### src/rtl/term_pkg.sv
package term_pkg;

    localparam logic [7:0] CH_SPACE = 8'h20;
    localparam logic [7:0] CH_BEEP  = 8'h07;
    localparam logic [7:0] CH_CR    = 8'h0D;
    localparam logic [7:0] CH_LF    = 8'h0A;
    localparam logic [7:0] CH_LEFT  = 8'h02;
    localparam logic [7:0] CH_RIGHT = 8'h06;
    localparam logic [7:0] CH_UP    = 8'h10;
    localparam logic [7:0] CH_DOWN  = 8'h0E;
    localparam logic [7:0] CH_ERASE = 8'h08;
    localparam logic [7:0] CH_TAB   = 8'h09;

    typedef enum logic [3:0] {
        ACT_NONE, ACT_PRINT, ACT_BEEP, ACT_CR, ACT_LF, ACT_LEFT,
        ACT_RIGHT, ACT_UP, ACT_DOWN, ACT_ERASE, ACT_TAB
    } act_e;

    typedef enum logic [1:0] { ST_IDLE, ST_TAB, ST_SCROLL } ctl_e;

    typedef enum logic [1:0] { SC_OFF, SC_COPY, SC_FILL } scr_e;

    typedef struct packed {
        logic wr;      // a cell is written
        logic blank;   // written byte is a space, not the input byte
        logic scroll;  // a scroll must follow
        logic more;    // tab needs further cells
    } mflags_t;

    function automatic logic is_printable(input logic [7:0] c);
        return (c >= 8'h20) && (c <= 8'h7E);
    endfunction

endpackage

### src/rtl/term_decode.sv
module term_decode
    import term_pkg::*;
(
    input  logic [7:0] code,
    output act_e       act
);
    always_comb begin
        if (is_printable(code)) begin
            act = ACT_PRINT;
        end else begin
            unique case (code)
                CH_BEEP:  act = ACT_BEEP;
                CH_CR:    act = ACT_CR;
                CH_LF:    act = ACT_LF;
                CH_LEFT:  act = ACT_LEFT;
                CH_RIGHT: act = ACT_RIGHT;
                CH_UP:    act = ACT_UP;
                CH_DOWN:  act = ACT_DOWN;
                CH_ERASE: act = ACT_ERASE;
                CH_TAB:   act = ACT_TAB;
                default:  act = ACT_NONE;
            endcase
        end
    end
endmodule

### src/rtl/term_motion.sv
module term_motion
    import term_pkg::*;
#(
    parameter int COLS     = 80,
    parameter int ROWS     = 30,
    parameter int TAB_STOP = 8,
    localparam int CW = $clog2(COLS),
    localparam int RW = $clog2(ROWS)
) (
    input  act_e          act,
    input  logic [RW-1:0] row,
    input  logic [CW-1:0] col,
    output logic [RW-1:0] nrow,
    output logic [CW-1:0] ncol,
    output logic [CW-1:0] wcol,
    output mflags_t       fl
);
    localparam logic [CW-1:0] LAST_COL = CW'(COLS - 1);
    localparam logic [RW-1:0] LAST_ROW = RW'(ROWS - 1);

    logic at_right, at_left, at_top, at_bottom;

    always_comb begin
        at_right  = (col == LAST_COL);
        at_left   = (col == '0);
        at_top    = (row == '0);
        at_bottom = (row == LAST_ROW);
        nrow = row;
        ncol = col;
        wcol = col;
        fl   = '0;
        unique case (act)
            ACT_PRINT: begin
                fl.wr = 1'b1;
                if (at_right) begin
                    ncol = '0;
                    if (at_bottom) fl.scroll = 1'b1;
                    else           nrow = row + RW'(1);
                end else begin
                    ncol = col + CW'(1);
                end
            end
            ACT_TAB: begin
                fl.wr    = 1'b1;
                fl.blank = 1'b1;
                if (!at_right) begin
                    ncol    = col + CW'(1);
                    fl.more = ((int'(ncol) % TAB_STOP) != 0);
                end
            end
            ACT_LF: begin
                if (at_bottom) fl.scroll = 1'b1;
                else           nrow = row + RW'(1);
            end
            ACT_CR:    ncol = '0;
            ACT_LEFT:  if (!at_left)   ncol = col - CW'(1);
            ACT_RIGHT: if (!at_right)  ncol = col + CW'(1);
            ACT_UP:    if (!at_top)    nrow = row - RW'(1);
            ACT_DOWN:  if (!at_bottom) nrow = row + RW'(1);
            ACT_ERASE: begin
                if (!at_left) begin
                    ncol     = col - CW'(1);
                    wcol     = col - CW'(1);
                    fl.wr    = 1'b1;
                    fl.blank = 1'b1;
                end
            end
            default: ;
        endcase
    end
endmodule

### src/rtl/term_scroll.sv
module term_scroll
    import term_pkg::*;
#(
    parameter int COLS = 80,
    parameter int ROWS = 30,
    localparam int AW  = $clog2(COLS * ROWS)
) (
    input  logic          clk,
    input  logic          rst,
    input  logic          go,
    input  logic [7:0]    rdata,
    output logic [AW-1:0] raddr,
    output logic          rd_active,
    output logic          we,
    output logic [AW-1:0] waddr,
    output logic [7:0]    wdata,
    output logic          done
);
    localparam logic [AW-1:0] COLS_A    = AW'(COLS);
    localparam logic [AW-1:0] LAST_A    = AW'(COLS * ROWS - 1);
    localparam logic [AW-1:0] FILL_BASE = AW'(COLS * (ROWS - 1));

    scr_e          phase;
    logic [AW-1:0] src;
    logic [AW-1:0] fill;
    logic          pend;
    logic [AW-1:0] pend_addr;

    always_comb begin
        raddr     = src;
        rd_active = (phase == SC_COPY);
        we        = pend || (phase == SC_FILL);
        waddr     = pend ? pend_addr : fill;
        wdata     = pend ? rdata : CH_SPACE;
        done      = (phase == SC_FILL) && !pend && (fill == LAST_A);
    end

    always_ff @(posedge clk) begin
        if (rst) begin
            phase     <= SC_OFF;
            src       <= '0;
            fill      <= '0;
            pend      <= 1'b0;
            pend_addr <= '0;
        end else begin
            pend      <= (phase == SC_COPY);
            pend_addr <= src - COLS_A;
            unique case (phase)
                SC_OFF: if (go) begin
                    phase <= SC_COPY;
                    src   <= COLS_A;
                end
                SC_COPY: begin
                    if (src == LAST_A) begin
                        phase <= SC_FILL;
                        fill  <= FILL_BASE;
                    end else begin
                        src <= src + AW'(1);
                    end
                end
                SC_FILL: if (!pend) begin
                    if (fill == LAST_A) phase <= SC_OFF;
                    else                fill  <= fill + AW'(1);
                end
                default: phase <= SC_OFF;
            endcase
        end
    end

    // Copy writes land only in rows 0..ROWS-2
    assert_copy_row_bound_R10: assert property (@(posedge clk) disable iff (rst)
        (phase == SC_COPY && pend) |-> (waddr < FILL_BASE));

    // Fill phase writes only spaces into the last row
    assert_fill_last_row_R10: assert property (@(posedge clk) disable iff (rst)
        (we && !pend) |-> (waddr >= FILL_BASE && wdata == CH_SPACE));

endmodule

### src/rtl/term_ctrl.sv
module term_ctrl
    import term_pkg::*;
#(
    parameter int COLS     = 80,
    parameter int ROWS     = 30,
    parameter int TAB_STOP = 8,
    localparam int CW = $clog2(COLS),
    localparam int RW = $clog2(ROWS),
    localparam int AW = $clog2(COLS * ROWS)
) (
    input  logic          clk,
    input  logic          rst,
    input  logic          in_valid,
    input  logic [7:0]    in_data,
    output logic          in_ready,
    output logic          scr_we,
    output logic [AW-1:0] scr_waddr,
    output logic [7:0]    scr_wdata,
    output logic [AW-1:0] scr_raddr,
    input  logic [7:0]    scr_rdata,
    output logic          beep,
    output logic [RW-1:0] cur_row,
    output logic [CW-1:0] cur_col
);
    localparam logic [AW-1:0] COLS_A   = AW'(COLS);
    localparam logic [CW-1:0] LAST_COL = CW'(COLS - 1);
    localparam logic [RW-1:0] LAST_ROW = RW'(ROWS - 1);

    ctl_e          state;
    act_e          dec_act;
    act_e          mot_act;
    logic [RW-1:0] nrow;
    logic [CW-1:0] ncol;
    logic [CW-1:0] wcol;
    mflags_t       fl;
    logic          accept;
    logic          step;

    logic          sc_rd;
    logic          sc_we;
    logic [AW-1:0] sc_waddr;
    logic [7:0]    sc_wdata;
    logic          sc_done;

    term_decode u_decode (
        .code (in_data),
        .act  (dec_act)
    );

    assign mot_act = (state == ST_TAB) ? ACT_TAB : dec_act;

    term_motion #(.COLS(COLS), .ROWS(ROWS), .TAB_STOP(TAB_STOP)) u_motion (
        .act  (mot_act),
        .row  (cur_row),
        .col  (cur_col),
        .nrow (nrow),
        .ncol (ncol),
        .wcol (wcol),
        .fl   (fl)
    );

    term_scroll #(.COLS(COLS), .ROWS(ROWS)) u_scroll (
        .clk       (clk),
        .rst       (rst),
        .go        (state == ST_SCROLL),
        .rdata     (scr_rdata),
        .raddr     (scr_raddr),
        .rd_active (sc_rd),
        .we        (sc_we),
        .waddr     (sc_waddr),
        .wdata     (sc_wdata),
        .done      (sc_done)
    );

    assign in_ready = (state == ST_IDLE);
    assign accept   = in_valid && in_ready;
    assign step     = accept || (state == ST_TAB);

    always_ff @(posedge clk) begin
        if (rst) begin
            state     <= ST_IDLE;
            cur_row   <= '0;
            cur_col   <= '0;
            scr_we    <= 1'b0;
            scr_waddr <= '0;
            scr_wdata <= '0;
            beep      <= 1'b0;
        end else begin
            scr_we <= 1'b0;
            beep   <= 1'b0;
            if (step) begin
                cur_row <= nrow;
                cur_col <= ncol;
                if (fl.wr) begin
                    scr_we    <= 1'b1;
                    scr_waddr <= AW'(cur_row) * COLS_A + AW'(wcol);
                    scr_wdata <= fl.blank ? CH_SPACE : in_data;
                end
                if (state == ST_IDLE) beep <= (dec_act == ACT_BEEP);
                if (fl.scroll)    state <= ST_SCROLL;
                else if (fl.more) state <= ST_TAB;
                else              state <= ST_IDLE;
            end else if (state == ST_SCROLL) begin
                scr_we    <= sc_we;
                scr_waddr <= sc_waddr;
                scr_wdata <= sc_wdata;
                if (sc_done) state <= ST_IDLE;
            end
        end
    end

    assert_cursor_on_screen_R6: assert property (@(posedge clk) disable iff (rst)
        (cur_col <= LAST_COL) && (cur_row <= LAST_ROW));

    assert_left_clamp_R6: assert property (@(posedge clk) disable iff (rst)
        (accept && in_data == CH_LEFT && cur_col == '0) |=> (cur_col == '0));

    assert_lf_next_row_R5: assert property (@(posedge clk) disable iff (rst)
        (accept && in_data == CH_LF && cur_row != LAST_ROW)
        |=> (cur_row == $past(cur_row) + RW'(1)) && (cur_col == $past(cur_col)));

    assert_beep_no_write_R9: assert property (@(posedge clk) disable iff (rst)
        beep |-> !scr_we);

    assert_tab_stop_R8: assert property (@(posedge clk) disable iff (rst)
        ($past(state) == ST_TAB && state == ST_IDLE)
        |-> ((int'(cur_col) % TAB_STOP) == 0 || cur_col == LAST_COL));

    assert_scroll_blocks_input_R10: assert property (@(posedge clk) disable iff (rst)
        sc_rd |-> !in_ready);

    assert_ignored_code_R11: assert property (@(posedge clk) disable iff (rst)
        (accept && dec_act == ACT_NONE)
        |=> !scr_we && $stable(cur_row) && $stable(cur_col));

endmodule

### config.mk
export PLATFORM = sky130hd
export DESIGN_NAME = term_ctrl
export DESIGN_NICKNAME = d
export VERILOG_FILES = /design/src/rtl/term_pkg.sv /design/src/rtl/term_decode.sv /design/src/rtl/term_motion.sv /design/src/rtl/term_scroll.sv /design/src/rtl/term_ctrl.sv
export SDC_FILE = /design/constraint.sdc
export NUM_CORES = 1
export LEC_CHECK = 0
export ABC_CLOCK_PERIOD_IN_PS = 7800
export BUFFER_PORTS_ARGS = -buffer_cell sky130_fd_sc_hd__buf_4
export CAP_MARGIN = 20
export CELL_PAD_IN_SITES_DETAIL_PLACEMENT = 1
export CELL_PAD_IN_SITES_GLOBAL_PLACEMENT = 1
export CORE_MARGIN = 2
export CORE_UTILIZATION = 48
export CTS_BUF_LIST = sky130_fd_sc_hd__clkbuf_8
export DETAILED_ROUTE_END_ITERATION = 12
export GPL_TIMING_DRIVEN = 0
export HOLD_SLACK_MARGIN = 0.12
export PLACE_DENSITY_LB_ADDON = 0.3
export SETUP_SLACK_MARGIN = 0.4
export SYNTH_ARGS = -nofsm -noshare
export SYNTH_HDL_FRONTEND = slang
export SYNTH_SLANG_ARGS = --single-unit
### constraint.sdc
create_clock -name clk -period 7.8 [get_ports clk]
set_input_delay 1.17 -clock clk [delete_from_list [all_inputs] [get_ports clk]]
set_output_delay 1.17 -clock clk [all_outputs]
set_load 0.05 [all_outputs]
**Word level (Yosys, flattened, before mapping)**

Memory sizes are Yosys's and may differ from the RTL's.
Index checks and enable logic that the tools add are counted.

- Bits in registers: 75
- Bits in read-only memories: 128
- Bits of input ports: 19
- Output and inout port bits: 47
- Word-level logic and storage cells: 134
- Memories kept: 1

- Add/subtract/negate cells: 8
- Multiply operators: 1
- Order comparisons: 2
- Eq/ne operators: 28
- Mux-type cells: 49
- Bitwise operators: 2
- Reduce and logical (&&, ||, !) cells: 31

Memory list:

| memory | depth | bits a word | rd ports | clocked after memory_dff | wr ports | line | source |
|---|---|---|---|---|---|---|---|
| (name not given) | 32 | 4 | 1 | 0 | 0 | term_decode.sv:11 | `unique case (code)` |

Operators with widths:

| kind | count |
|---|---|
| $mux 12 | 9 |
| $pmux 12 s2 | 2 |
| $mux 8 | 5 |
| $reduce_bool 32->1 | 1 |
| $mux 7 | 4 |
| $pmux 7 s4 | 1 |
| $add 12x1->12 const B | 2 |
| $eq 12x12->1 const B | 2 |
| $mux 2 | 9 |
| $eq 4x3->1 const B | 4 |
| $mux 5 | 3 |
| $pmux 5 s3 | 1 |
| $ne 2x2->1 const B | 7 |
| $add 12x7->12 | 1 |
| $eq 4x4->1 const B | 3 |
| $mux 4 | 3 |
| $reduce_and 4->1 | 3 |
| $sub 12x7->12 const B | 1 |
| $eq 4x2->1 const B | 2 |
| $ge 8x6->1 const B | 1 |
| $le 8x7->1 const B | 1 |
| $mul 5x3->8 const B | 1 |
| $mux 1 | 8 |
| $reduce_bool 2->1 | 4 |
| other kinds (26) | 43 |

**Depth between registers and ports, before layout**

Gate-level depths: netlist (run 1).

- Word-level depth: 9
- Depth in mapped cells: 16
- Depth with buffers taken out: 15

**Modules after synthesis**

A second synthesis (run 1) with hierarchy kept.

- Cell total of the unflattened synthesis: 689
- Area total of the unflattened synthesis: 5472.7 sq um

By module, submodules not included:

| module | instances | cells an instance | area an instance (sq um) | seq. area each (sq um) |
|---|---|---|---|---|
| term_scroll | 1 | 253 | 2192.1 | 780.7 |
| term_ctrl | 1 | 219 | 1823.0 | 720.7 |
| term_motion | 1 | 191 | 1276.2 | 0.0 |
| term_decode | 1 | 26 | 181.4 | 0.0 |

**Worst setup path after synthesis (run 1)**

OpenSTA, ideal clock, no wires.

- Path kind: input to register
- Start point: input in_data[4]
- End point: register scr_waddr[10]
- Arrival: 3.871 ns
- Required time: 7.668 ns
- Slack: 3.797 ns
- Cell stages on the path: 14
- Cell sequence: buf_6 or2_1 nor3b_2 o21ai_2 nor4_1 mux2_2 ha_1 fa_1 a21oi_1 nor2b_1 nor3b_1 xor2_1 o211ai_1 a21oi_1

- Cells in the longest elaborated chain, start to end: 9
- Elaborated cells between the ends (all ways): 18

Ends and longest elaborated chain:

| what | line | source |
|---|---|---|
| start, declared | term_ctrl.sv:14 | `input logic [7:0] in_data,` |
| $mem_v2 32x4 (tied with other cells) | -- |  |
| $mux 4 / $logic_and 1x1->1 (equally long branches) | term_decode.sv:11, term_pkg.sv:31 |  |
| $mux 4 (*) | term_decode.sv:8 | `if (is_printable(code)) begin` |
| $mux 4 (*) | term_ctrl.sv:50 | `assign mot_act = (state == ST_TAB) ? ACT_TAB : dec_act;` |
| $eq 4x4->1 / $eq 4x1->1 (equally long branches) | term_motion.sv:32 | `unique case (act)` |
| $mux 7 / $reduce_or 2->1 (equally long branches) | -- |  |
| $add 12x7->12 / $pmux 1 s2 (equally long branches) | term_ctrl.sv:96, term_motion.sv:32 |  |
| $mux 12 / $ne 2x2->1 (equally long branches) | -- |  |
| $mux 12 / $reduce_and 2->1 (equally long branches) | -- |  |
| end signal, assigned | term_ctrl.sv:96 | `scr_waddr <= AW'(cur_row) * COLS_A + AW'(wcol);` |
| end signal, assigned | term_ctrl.sv:105 | `scr_waddr <= sc_waddr;` |
| end, declared | term_ctrl.sv:17 | `output logic [AW-1:0] scr_waddr,` |

Every way passes the cells marked *; elsewhere a longest branch is shown, timed or not. The select of a mux whose other input is x is not followed.
A chain may end at the register's enable or synchronous reset.

**Worst setup path after layout (run 1)**

- Start point: input in_data[1]
- End point: register scr_waddr[10]

Same word-level chain as after synthesis.

==> impl_metrics.prom, run 1 <==
# TYPE chip_impl_metric gauge
chip_impl_metric{name="detail-route-antenna-nets",unit=""} 0
chip_impl_metric{name="drtPass1Iterations",unit=""} 5
chip_impl_metric{name="yosys_register_bits",unit=""} 75
chip_impl_metric{name="timing_worst_slew_pin_value",unit="ps"} 729
chip_impl_metric{name="report.final.slew_viol_count",unit=""} 0
chip_impl_metric{name="fmax",unit="GHz"} 0.235
chip_impl_metric{name="die_h",unit="µm"} 103
chip_impl_metric{name="globalplace.congestion",unit=""} 0.911
chip_impl_info{name="grt_setup_unrepaired",value="false"} 1
chip_impl_metric{name="numPortBuffers",unit=""} 63
chip_impl_metric{name="diodes",unit=""} 0
chip_impl_metric{name="syn-mean-instance-area",unit="µm²"} 8.23
chip_impl_metric{name="vias",unit=""} 4658
chip_impl_info{name="synthFlopType",value="dfxtp_1"} 1
chip_impl_metric{name="power.sequential.fraction",unit=""} 0.482
chip_impl_metric{name="detailedRoute.firstIterationViolations",unit=""} 235
chip_impl_metric{name="synth_seq_area_share",unit=""} 0.321
chip_impl_metric{name="viasPerCell",unit=""} 5.96
chip_impl_metric{name="drv_cap",unit=""} 0
chip_impl_metric{name="numClockSinks",unit=""} 75
chip_impl_metric{name="p_int",unit="mW"} 0.578
chip_impl_metric{name="layout_worst_path_cycle_share",unit=""} 0.546
chip_impl_metric{name="design.portCount",unit=""} 66
chip_impl_metric{name="fp-row-count",unit=""} 36
chip_impl_info{name="nature_of_the_critical_path_endpoint",value="flop"} 1
chip_impl_metric{name="synthesis.instances",unit=""} 569
chip_impl_metric{name="cts_buffers",unit=""} 9
chip_impl_metric{name="final_nets",unit=""} 685
chip_impl_metric{name="timing.critical_path.arrival",unit="ps"} 4480
chip_impl_metric{name="yosys_warnings",unit=""} 0
chip_impl_metric{name="vdd_ir_drop_max",unit="µV"} 134
chip_impl_metric{name="required",unit="ps"} 8020
chip_impl_metric{name="final-setup-viol-count",unit=""} 0
chip_impl_metric{name="leakagePower",unit="nW"} 2.26
chip_impl_metric{name="fp.dieArea",unit="µm²"} 10600
chip_impl_metric{name="layout-drive-gt1-share",unit=""} 0.176
chip_impl_metric{name="hold_buffers",unit=""} 0
chip_impl_metric{name="synth.net_count",unit=""} 611
chip_impl_metric{name="power.density",unit="nW/µm²"} 150
chip_impl_metric{name="drt-total-wl",unit="mm"} 14.9
chip_impl_metric{name="netlist_area",unit="µm²"} 4680
chip_impl_metric{name="clock_insertion_delay_worst_skew",unit="ps"} 370
chip_impl_metric{name="area.growth.synth_to_final",unit="%"} 17.8
chip_impl_metric{name="synthDistinctLibCells",unit=""} 71
chip_impl_metric{name="p_switching",unit="mW"} 0.248
chip_impl_metric{name="clk_transition_reported_paths",unit="ps"} 80
chip_impl_metric{name="first_pass_grt_wire_length",unit="mm"} 24.0
chip_impl_metric{name="floorplan.core_area",unit="µm²"} 9640
chip_impl_metric{name="final_hold_viol_count",unit=""} 0
chip_impl_metric{name="placed_area",unit="µm²"} 5320
chip_impl_metric{name="post_cts.resized_instances",unit=""} 0
chip_impl_info{name="hold_class",value="reg -> reg"} 1
chip_impl_metric{name="antenna_found_initial",unit=""} 0
chip_impl_metric{name="critPathMaxFanout",unit=""} 10
chip_impl_metric{name="track_usage",unit=""} 0.290
chip_impl_metric{name="initial_core_util",unit=""} 0.486
chip_impl_metric{name="post_synth_edffs",unit=""} 0
chip_impl_metric{name="fraction_of_synthesis_flops_using_an_asynchronous_set_or_reset_pin",unit=""} 0
chip_impl_metric{name="timing.slew.headroom",unit=""} 0.507
chip_impl_metric{name="grt_pass1_vias",unit=""} 4624
chip_impl_info{name="clockRootBuffer",value="clkbuf_8"} 1
chip_impl_metric{name="largest_net_degree_at_the_start_of_global_routing",unit=""} 14
chip_impl_metric{name="worst_skew",unit="ps"} 13.7
chip_impl_metric{name="final.setup.tns",unit="ps"} 0
chip_impl_metric{name="h-tree-depth",unit=""} 3
chip_impl_info{name="classification_of_the_worst_setup_path",value="in -> reg"} 1
chip_impl_metric{name="drc_errors",unit=""} 0
chip_impl_metric{name="clk_path_buf_depth",unit=""} 2
chip_impl_metric{name="cts_setup_buffers",unit=""} 0
chip_impl_metric{name="fin_crit_period",unit="ps"} 4260
chip_impl_metric{name="die_x",unit="µm"} 103
chip_impl_metric{name="post-route-cell-area",unit="µm²"} 5520
chip_impl_metric{name="overflow",unit=""} 0
chip_impl_metric{name="wl_per_cell",unit="µm"} 19.0
chip_impl_metric{name="power.share.switching",unit=""} 0.300
chip_impl_metric{name="power.share.combinational",unit=""} 0.144
chip_impl_metric{name="clock_power_share",unit=""} 0.374
chip_impl_info{name="startpoint_type",value="primary input"} 1
chip_impl_info{name="cts_tree",value="done"} 1
chip_impl_metric{name="detailed_placement_hpwl",unit="mm"} 11.0
chip_impl_info{name="status",value="finished clean"} 1
-- metrics by stage --
stage / setup slack [ps] / std cells / power (mW) / hold slack [ps] / util
3_3_place_gp: 3360 / 765 / 0.520 / 445 / 0.552
6_report: 3540 / 781 / 0.825 / 464 / 0.572
4_1_cts: 3590 / 781 / 0.824 / 469 / 0.572
2_1_floorplan: 3800 / 569 / 0.483 / 479 / -
3_5_place_dp: 3270 / 765 / 0.524 / 452 / 0.552
5_1_grt: 3360 / 781 / 0.854 / 488 / 0.572
-- power groups by stage --
stage	Combinational (mW)	Sequential (mW)	Clock, mW
final	0.119	0.398	0.309
after global routing	0.127	0.399	0.328
after CTS	0.118	0.398	0.308
after detailed placement	0.117	0.407	0
after global placement	0.114	0.406	0
after floorplan	0.0564	0.427	0
-- final timing paths --
path | startpoint | to | slack (ps) | depth (start not counted)
max | in_data[1] | scr_waddr[10] | 3540 | 15
min | scr_waddr[6] | scr_waddr[6] | 460 | 2
max reg2reg | cur_col[0] | scr_waddr[10] | 4230 | 13
min reg2reg | scr_waddr[6] | scr_waddr[6] | 460 | 2
-- cells in the final DEF (no fill, tap or decap), types with 3 or more instances in the layout --
cell type / instances
inv_1: 20
clkbuf_8: 9
and3_1: 9
clkbuf_1: 17
nor4_1: 3
nor2_1: 61
xnor2_1: 14
nor2b_1: 13
a221oi_1: 7
xor2_1: 22
nand3_1: 19
nor3_1: 20
buf_6: 3
o21a_1: 4
nand2_1: 44
buf_4: 63
or3_1: 7
fa_1: 3
a21oi_1: 39
nor3b_1: 8
o22ai_1: 4
mux2i_1: 13
a21o_1: 5
nand2b_1: 12
and4_1: 3
nor3_2: 3
ha_1: 20
o21ai_0: 23
a211oi_1: 4
o211ai_1: 16
dfxtp_1: 75
nand4_1: 10
nand3b_1: 4
a31oi_1: 3
o41ai_1: 3
buf_2: 11
-- registers in the layout (all words and copies together) (netlist names), 2 cells and up --
register / count
u_scroll.fill: 12
cur_col: 7
scr_wdata: 8
u_scroll.raddr: 12
scr_waddr: 12
cur_row: 5
state: 2
u_scroll.pend_addr: 12
u_scroll.phase: 2
-- logic make-up after synthesis --
kind of cell	Yosys count	synth area share
AND/OR/NAND/NOR	235	0.269
AO/OA/AOI/OAI	132	0.193
flip-flops	75	0.321
buffers and inverters	52	0.0494
XOR/XNOR	36	0.0673
adder cells (fa/ha/maj)	24	0.0684
multiplexers	15	0.0326
-- area by class of cell --
cell class | instances | area (µm²)
Clock inverter | 7 | 68.8
Inverter | 19 | 71.3
Multi-Input combinational cell | 442 | 2950
Sequential cell | 75 | 1500
Tap cell | 133 | 166
Fill cell | 1232 | 4120
Buffer | 33 | 160
Clock buffer | 9 | 124
Timing Repair Buffer | 63 | 473
-- Yosys cell counts (4+ instances only) --
cell type,n,area [µm²]
a211oi_1,4,30.0
a21o_1,5,37.5
a21oi_1,39,195
a221oi_1,7,61.3
and3_1,9,56.3
buf_2,11,55.1
clkbuf_1,17,63.8
dfxtp_1,75,1500
ha_1,20,250
inv_1,19,71.3
mux2i_1,13,130
nand2_1,44,165
nand2b_1,12,75.1
nand3_1,19,95.1
nand3b_1,4,30.0
nand4_1,10,62.6
nor2_1,61,229
nor2b_1,13,81.3
nor3_1,20,100
nor3b_1,8,60.1
o211ai_1,16,120
o21a_1,4,30.0
o21ai_0,23,115
o22ai_1,4,25.0
or3_1,7,43.8
xnor2_1,14,123
xor2_1,22,193
-- per-layer routing --
layer | up-vias | global-route usage | routed length [µm]
met5 | - | 0 | 0
met4 | 0 | 0.0830 | 320
met3 | 35 | 0.0434 | 745
met2 | 145 | 0.477 | 6950
met1 | 2292 | 0.398 | 6840
li1 | 2186 | - | -
-- worst max-delay path, cell delays in order --
cell and delay (ps):
buf_4 130, buf_6 140, or2_1 240, nor3b_2 290, o21ai_2 200, nor4_1 340, mux2_2 400, ha_1 210
fa_1 410, a21oi_1 200, nor2b_1 100, nor3b_1 160, xor2_1 150, o211ai_1 250, a21oi_1 120
Note: power is estimated with default switching activity, not from simulation.
==> run 2, diff against run 1 <==
- ABC_CLOCK_PERIOD_IN_PS: 7800 -> 4400
- CORE_UTILIZATION: 48 -> 45
- clock period: 7.8 -> 4.4 ns (I/O delays scaled with it)
==> run 2 against run 1 <==
Core utilization decreased by 2.8 points. Via count is 1.4% lower. Count of clock-buffer cells in the layout did not move. Worst setup slack got worse by 2900 ps. Register-to-register slack worse by 3400 ps. Critical path type unchanged.
==> impl_metrics.prom, run 2 (same netlist as run 1, synthesis figures left out) <==
# TYPE chip_impl_metric gauge
chip_impl_info{name="status",value="finished clean"} 1
chip_impl_metric{name="vdd_ir_drop_max",unit="µV"} 176
chip_impl_metric{name="vias",unit=""} 4595
chip_impl_metric{name="layout-drive-gt1-share",unit=""} 0.176
chip_impl_metric{name="postLayoutCoreUtil",unit=""} 0.544
chip_impl_metric{name="final_nets",unit=""} 685
chip_impl_metric{name="fp-row-count",unit=""} 37
chip_impl_metric{name="timing_worst_slew_pin_value",unit="ps"} 738
chip_impl_metric{name="power.density",unit="nW/µm²"} 283
chip_impl_metric{name="layout_worst_path_cycle_share",unit=""} 0.854
chip_impl_metric{name="detail-route-antenna-nets",unit=""} 0
chip_impl_metric{name="largest_net_degree_at_the_start_of_global_routing",unit=""} 14
chip_impl_metric{name="power.share.combinational",unit=""} 0.134
chip_impl_metric{name="first_pass_grt_wire_length",unit="mm"} 24.4
chip_impl_metric{name="fp.dieArea",unit="µm²"} 11200
chip_impl_metric{name="worst_skew",unit="ps"} 9.85
chip_impl_metric{name="area.growth.synth_to_final",unit="%"} 18.8
chip_impl_metric{name="fin_crit_period",unit="ps"} 3760
chip_impl_metric{name="timing.slew.headroom",unit=""} 0.501
chip_impl_metric{name="cts_buffers",unit=""} 9
chip_impl_metric{name="numClockSinks",unit=""} 75
chip_impl_info{name="clockRootBuffer",value="clkbuf_8"} 1
chip_impl_metric{name="wl_per_cell",unit="µm"} 19.2
chip_impl_metric{name="track_usage",unit=""} 0.274
chip_impl_metric{name="clock_insertion_delay_worst_skew",unit="ps"} 360
chip_impl_metric{name="cts_setup_buffers",unit=""} 0
chip_impl_metric{name="design.portCount",unit=""} 66
chip_impl_metric{name="register_area",unit="µm²"} 1500
chip_impl_metric{name="fillers",unit=""} 1273
chip_impl_metric{name="die_h",unit="µm"} 106
chip_impl_metric{name="clock_power_share",unit=""} 0.419
chip_impl_metric{name="drtPass1Iterations",unit=""} 5
chip_impl_metric{name="fmax",unit="GHz"} 0.266
chip_impl_metric{name="drt-total-wl",unit="mm"} 15.0
chip_impl_info{name="classification_of_the_worst_setup_path",value="in -> reg"} 1
chip_impl_metric{name="h-tree-depth",unit=""} 3
chip_impl_info{name="grt_setup_unrepaired",value="false"} 1
chip_impl_metric{name="drc_errors",unit=""} 0
chip_impl_metric{name="initial_core_util",unit=""} 0.458
chip_impl_metric{name="final.setup.tns",unit="ps"} 0
chip_impl_metric{name="leakagePower",unit="nW"} 2.28
chip_impl_metric{name="required",unit="ps"} 4620
chip_impl_metric{name="timing.critical_path.arrival",unit="ps"} 3980
chip_impl_metric{name="detailed_placement_hpwl",unit="mm"} 11.2
chip_impl_info{name="layout.cells.most_common",value="dfxtp_1"} 1
chip_impl_metric{name="antenna_found_initial",unit=""} 0
chip_impl_info{name="cts_tree",value="done"} 1
chip_impl_metric{name="critPathMaxFanout",unit=""} 10
chip_impl_metric{name="hold_buffers",unit=""} 0
chip_impl_info{name="layout.cells.most_common_list",value="dfxtp_1 (75), buf_4 (63), nor2_1 (61)"} 1
chip_impl_metric{name="clk_path_buf_depth",unit=""} 2
chip_impl_metric{name="drv_cap",unit=""} 0
chip_impl_metric{name="globalplace.congestion",unit=""} 0.900
chip_impl_info{name="nature_of_the_critical_path_endpoint",value="flop"} 1
chip_impl_metric{name="instances_no_fill",unit=""} 783
chip_impl_metric{name="overflow",unit=""} 0
chip_impl_metric{name="power.share.switching",unit=""} 0.277
chip_impl_metric{name="grt_pass1_vias",unit=""} 4688
chip_impl_metric{name="floorplan.core_area",unit="µm²"} 10200
chip_impl_metric{name="detailedRoute.firstIterationViolations",unit=""} 234
chip_impl_metric{name="p_int",unit="mW"} 1.14
chip_impl_metric{name="die_x",unit="µm"} 106
chip_impl_metric{name="post_cts.resized_instances",unit=""} 0
chip_impl_metric{name="final-setup-viol-count",unit=""} 0
chip_impl_metric{name="clk_transition_reported_paths",unit="ps"} 90
chip_impl_metric{name="power.sequential.fraction",unit=""} 0.447
chip_impl_metric{name="multi_input_area",unit="µm²"} 2950
chip_impl_metric{name="report.final.slew_viol_count",unit=""} 0
chip_impl_info{name="hold_class",value="reg -> reg"} 1
chip_impl_metric{name="final_hold_viol_count",unit=""} 0
chip_impl_metric{name="p_switching",unit="mW"} 0.436
chip_impl_info{name="startpoint_type",value="primary input"} 1
chip_impl_metric{name="diodes",unit=""} 0
chip_impl_metric{name="numPortBuffers",unit=""} 63
chip_impl_metric{name="viasPerCell",unit=""} 5.87
chip_impl_metric{name="placed_instances",unit=""} 768
-- run 2: through the flow --
step / instance area, µm² / setup WS (ps) / hold slack, ps / total power [mW]
2_1_floorplan: 4680 / 907 / 479 / 0.856
6_report: 5560 / 643 / 462 / 1.58
3_5_place_dp: 5330 / 339 / 448 / 0.929
3_3_place_gp: 5330 / 452 / 445 / 0.922
4_1_cts: 5560 / 659 / 468 / 1.58
5_1_grt: 5560 / 500 / 487 / 1.64
-- run 2: worst max-delay path: stages --
cell      delay (ps)
buf_4            130
buf_6            140
or2_1            240
nor3b_2          300
o21ai_2          210
nor4_1           320
mux2_2           390
ha_1             220
fa_1             410
a21oi_1          200
nor2b_1          100
nor3b_1          160
xor2_1           160
o211ai_1         250
a21oi_1          100
-- run 2: power by group through the flow --
stage / logic (mW) / clock network [mW] / registers, mW
global placement: 0.202 / 0 / 0.720
floorplan: 0.100 / 0 / 0.756
finish: 0.211 / 0.660 / 0.705
detailed placement: 0.208 / 0 / 0.721
CTS: 0.210 / 0.662 / 0.705
global route: 0.226 / 0.704 / 0.707
-- run 2: final cells by class --
class	count	area share
clock inverters	6	0.0202
well taps	136	0.0306
plain buffers	33	0.0288
multi-input cells	442	0.530
clock buffers	9	0.0223
repair buffers	63	0.0850
flip-flops and latches	75	0.270
inverters	19	0.0128
-- run 2: layer usage --
layer | track usage | up-vias | wire, µm
met5 | 0 | - | 0
met4 | 0.0987 | 0 | 374
met3 | 0.0405 | 28 | 737
met2 | 0.447 | 137 | 7040
met1 | 0.369 | 2239 | 6900
li1 | - | 2191 | -
-- run 2: final timing paths --
| check | from | end | slack [ps] | cells after the start |
|---|---|---|---|---|
| worst min register to register | scr_waddr[5] | scr_waddr[5] | 460 | 2 |
| worst min-delay path | scr_waddr[5] | scr_waddr[5] | 460 | 2 |
| worst max register to register | cur_col[0] | scr_waddr[10] | 830 | 13 |
| worst max-delay path | in_data[1] | scr_waddr[10] | 640 | 15 |
